## src/rtl/mcast_hash_filter.sv

```systemverilog
module mcast_hash_filter #(
  parameter int          ADDR_BYTES = 6,
  parameter int          NREGS      = 8,
  parameter int          REG_W      = 32,
  parameter logic [31:0] POLY_REFL  = 32'hEDB88320
) (
  input  logic                     clk,
  input  logic                     rst_n,
  input  logic                     addr_start,
  input  logic                     addr_valid,
  input  logic [7:0]               addr_byte,
  input  logic                     reg_wr_en,
  input  logic [$clog2(NREGS)-1:0] reg_sel,
  input  logic [REG_W-1:0]         reg_wdata,
  input  logic [$clog2(NREGS)-1:0] reg_rd_sel,
  output logic [REG_W-1:0]         reg_rdata,
  output logic                     done,
  output logic                     accept
);
  localparam int SEL_W = $clog2(NREGS);
  localparam int BIT_W = $clog2(REG_W);
  localparam int IDX_W = SEL_W + BIT_W;
  localparam int CNT_W = $clog2(ADDR_BYTES + 1);
  localparam logic [CNT_W-1:0] IDLE = CNT_W'(ADDR_BYTES);
  localparam logic [CNT_W-1:0] LAST = CNT_W'(ADDR_BYTES - 1);

  logic [REG_W-1:0] tbl [NREGS];
  logic [31:0]      crc_q, crc_in, crc_nxt;
  logic [CNT_W-1:0] cnt_q, cnt_in;
  logic             grp_q, grp_eff;
  logic [IDX_W-1:0] idx;

  function automatic logic [31:0] crc_byte(input logic [31:0] c, input logic [7:0] d);
    logic [31:0] r;
    r = c;
    for (int i = 0; i < 8; i++)
      r = (r[0] ^ d[i]) ? ((r >> 1) ^ POLY_REFL) : (r >> 1);
    return r;
  endfunction

  assign crc_in  = addr_start ? 32'hFFFF_FFFF : crc_q;
  assign cnt_in  = addr_start ? '0 : cnt_q;
  assign crc_nxt = crc_byte(crc_in, addr_byte);
  assign grp_eff = (cnt_in == '0) ? addr_byte[0] : grp_q;

  always_comb
    for (int i = 0; i < IDX_W; i++)
      idx[IDX_W-1-i] = crc_nxt[i];

  assign reg_rdata = tbl[reg_rd_sel];

  always_ff @(posedge clk) begin
    if (!rst_n) begin
      crc_q  <= '1;
      cnt_q  <= IDLE;
      grp_q  <= 1'b0;
      done   <= 1'b0;
      accept <= 1'b0;
    end else begin
      done   <= 1'b0;
      accept <= 1'b0;
      if (addr_valid && cnt_in != IDLE) begin
        crc_q <= crc_nxt;
        grp_q <= grp_eff;
        if (cnt_in == LAST) begin
          cnt_q  <= IDLE;
          done   <= 1'b1;
          accept <= grp_eff & tbl[idx[IDX_W-1 -: SEL_W]][~idx[BIT_W-1:0]];
        end else begin
          cnt_q <= cnt_in + 1'b1;
        end
      end
    end
  end

  for (genvar g = 0; g < NREGS; g++) begin : g_reg
    always_ff @(posedge clk) begin
      if (!rst_n)
        tbl[g] <= '0;
      else if (reg_wr_en && reg_sel == SEL_W'(g))
        tbl[g] <= reg_wdata;
    end
  end
endmodule


```

## config.mk

```make
export PLATFORM = sky130hd
export DESIGN_NAME = mcast_hash_filter
export DESIGN_NICKNAME = d
export VERILOG_FILES = /design/src/rtl/mcast_hash_filter.sv
export SDC_FILE = /design/constraint.sdc
export NUM_CORES = 1
export LEC_CHECK = 0
export ABC_CLOCK_PERIOD_IN_PS = 4600
export BUFFER_PORTS_ARGS = -buffer_cell sky130_fd_sc_hd__clkbuf_2
export CAP_MARGIN = 20
export CORE_MARGIN = 2
export CORE_UTILIZATION = 51
export CTS_CLUSTER_DIAMETER = 30
export DETAILED_ROUTE_END_ITERATION = 12
export PLACE_DENSITY = 0.77
export SLEW_MARGIN = 15
export SYNTH_ARGS = -nofsm -noshare
export SYNTH_HDL_FRONTEND = slang
export SYNTH_SLANG_ARGS = --single-unit
```

## constraint.sdc

```tcl
create_clock -name clk -period 4.6 [get_ports clk]
set_input_delay 1.38 -clock clk [delete_from_list [all_inputs] [get_ports clk]]
set_output_delay 1.38 -clock clk [all_outputs]
set_load 0.1 [all_outputs]
```

==> results.cfg <==
[logic_synthesis]
synth_seq_cells = 294
yosys_warnings = 0
seq_area_frac_synth_pct = 51.4
synth_top_area_share_pct = 46.8
syn_inst = 1242
synth_nets = 1297
synth_cell_types = 58
synth_edf_count = 256
async_flop_share_pct = 0
synth_ff_type = edfxtp_1
yosysTopAreaCell = edfxtp_1
syn_avg_cell_area_um2 = 13.2
yosys-top-cells-area = edfxtp_1 47%, mux4_2 15%, and2_1 9.9%
synth_area_um2 = 16400

[job]
maxCapViolations = 0

[global_routing]
grt_pass1_vias = 11800
grt_overflow_total = 0
grt_max_degree = 65
grtUsageTotal_pct = 27.5
antenna_found_initial = 3
grt_pass1_wl_um = 69400

[routing]
antenna_left = 0
wirelength_um = 45000
drc = 0
vias = 11200
firstDrtPassIters = 6
drt_iter0_drc = 1341
viasPerCell = 6.22
wl_per_cell_um = 25.1

[timing]
period_minus_slack_ns = 4.29
setup_viol = 0
timing.final.crit_share_pct = 93.3
grt_setup_unrepaired = false
finClkSkew_ns = 0.0218
slew-limit-headroom_pct = 36.5
fin_ws_ns = 0.307
slew_viol_final = 0
tightest_slew_ns = 0.948
hold_viol_final = 0
final.setup.tns_ns = 0
holdWs_ns = 0.481
max_freq_ghz = 0.233

[die]
die_area_um2 = 33700
ios = 85
start_util_pct = 51.9
core_area_um2 = 31600
rows = 65
die_y_um = 183
die_w_um = 183

[setup_path]
crit_path_end_kind = output pin
start_kind = input port
path_max_fanout = 27
critPathArrivalTime_ns = 2.91
worstPathRequired_ns = 3.22
critical_path_class = in -> out

[clocking]
hold_buffers = 0
htree_levels = 2
cts_buffer_depth = 3
cts_resized = 0
cts.sinks = 294
cts_made_buffers = 61
root_buffer = clkbuf_16
clk_pin_slew_worst_paths_ns = 0.04
cts_setup_buffers = 0
cts_tree = done
clock_latency_ns = 0.58

[power_and_ir_drop]
max-vdd-ir-drop_uv = 341
combPwrFrac_pct = 24.5
power.leakage_nw = 7.44
seqPwrFrac_pct = 30.9
switching_share_pct = 29.6
clockPowerShare_pct = 44.6
switchingPower_mw = 3.12
power_mw = 10.6
cellPowerDensity_nw_per_um2 = 521
intPower_mw = 7.43

[layout]
layout-drive-gt1-share_pct = 30.0
final_core_utilization_pct = 64.0
area_growth_pct = 23.3
nNetsFinal = 1397

[place]
gp_congestion = 0.875
hpwl_um = 27200
io_buffers = 84
dp_slack_ns = 0.243

[min_path]
min_path_type = reg -> reg

[status]
status = completed
kinds of logic after synthesis:
logic type,share of synthesized area (%)
multiplexers,19.3
adder cells (fa/ha/maj),0.305
flip-flops,51.4
AO/OA/AOI/OAI,4.59
buffers and inverters,2.97
XOR/XNOR,6.08
AND/OR/NAND/NOR,15.3
cells in the mapped netlist, drive strengths merged (5+ instances only):
cell type and instances:
nand4 5, o211ai 34, mux4 111, a211oi 12
o21ai 16, mux2 33, nand2b 5, a21oi 7
buf 41, nor2 51, and3 8, xnor2 85
nor3 8, a31oi 6, and2 263, clkbuf 57
nand2 94, nand3 16, xor2 18, a311oi 12
mux2i 29, edfxtp 256, dfxtp 38
placed cells by master, fill, tap and decap left out, types with 10 or more instances in the layout:
master | Yosys | layout
a311oi_1 | 12 | 12
nand3_1 | 16 | 16
nor2_1 | 50 | 43
bufinv_16 | 0 | 12
a211oi_1 | 11 | 11
clkinv_2 | 0 | 10
mux2i_1 | 29 | 29
buf_4 | 12 | 43
xor2_1 | 16 | 16
clkbuf_16 | 0 | 62
and2_1 | 261 | 261
clkbuf_2 | 0 | 50
nand2_1 | 93 | 92
edfxtp_1 | 256 | 256
xnor2_1 | 82 | 81
dfxtp_1 | 38 | 38
o211ai_1 | 34 | 34
mux4_2 | 109 | 109
buf_12 | 0 | 41
mux2_2 | 33 | 33
registers in the layout, indices dropped and copies added (netlist names):
name,cells
cnt_q,3
done,1
grp_q,1
tbl,256
accept,1
crc_q,32
power groups by stage:
stage	registers, mW	clock network [mW]	logic [mW]
floorplan	3.24	0	1.84
global placement	3.29	0	2.52
finish	3.26	4.70	2.59
detailed placement	3.30	0	2.54
global route	3.28	4.85	2.73
CTS	3.26	4.72	2.57
critical path: stages:
cell,delay (ns)
buf_4,0.17
buf_12,0.25
mux4_2,0.56
mux2_2,0.33
buf_12,0.18
final timing paths:
path                            cells past startpoint           from  slack, ns             to
worst max-delay path                                5  reg_rd_sel[0]       0.31  reg_rdata[20]
worst min-delay path                                2      crc_q[30]       0.48      crc_q[30]
worst max register to register                     11       crc_q[0]       1.28         accept
worst min register to register                      2      crc_q[30]       0.48      crc_q[30]
metrics by stage:
stage	instances	instance area, um^2
finish	1797	20200
global route	1796	20200
CTS	1794	20200
detailed placement	1681	18000
global placement	1681	18000
floorplan	1242	16400
layer usage:
metal	up-vias	wire, um	part of all wire (%)	global-route usage, %
met5	-	0	0	0
met4	0	1740	3.9	12.3
met3	140	4170	9.3	5.23
met2	642	22100	49	45.2
met1	5582	17000	38	35.7
li1	4815	-	-	-
layout make-up:
| type | count | area [um^2] |
|---|---|---|
| inverters | 4 | 15.0 |
| clock inverters | 44 | 606 |
| repair buffers | 135 | 1400 |
| well taps | 402 | 503 |
| flip-flops and latches | 294 | 8450 |
| fillers | 2230 | 11400 |
| multi-input cells | 846 | 7640 |
| clock buffers | 69 | 1630 |
| diodes | 3 | 7.51 |
(Power assumes the default switching activity.)
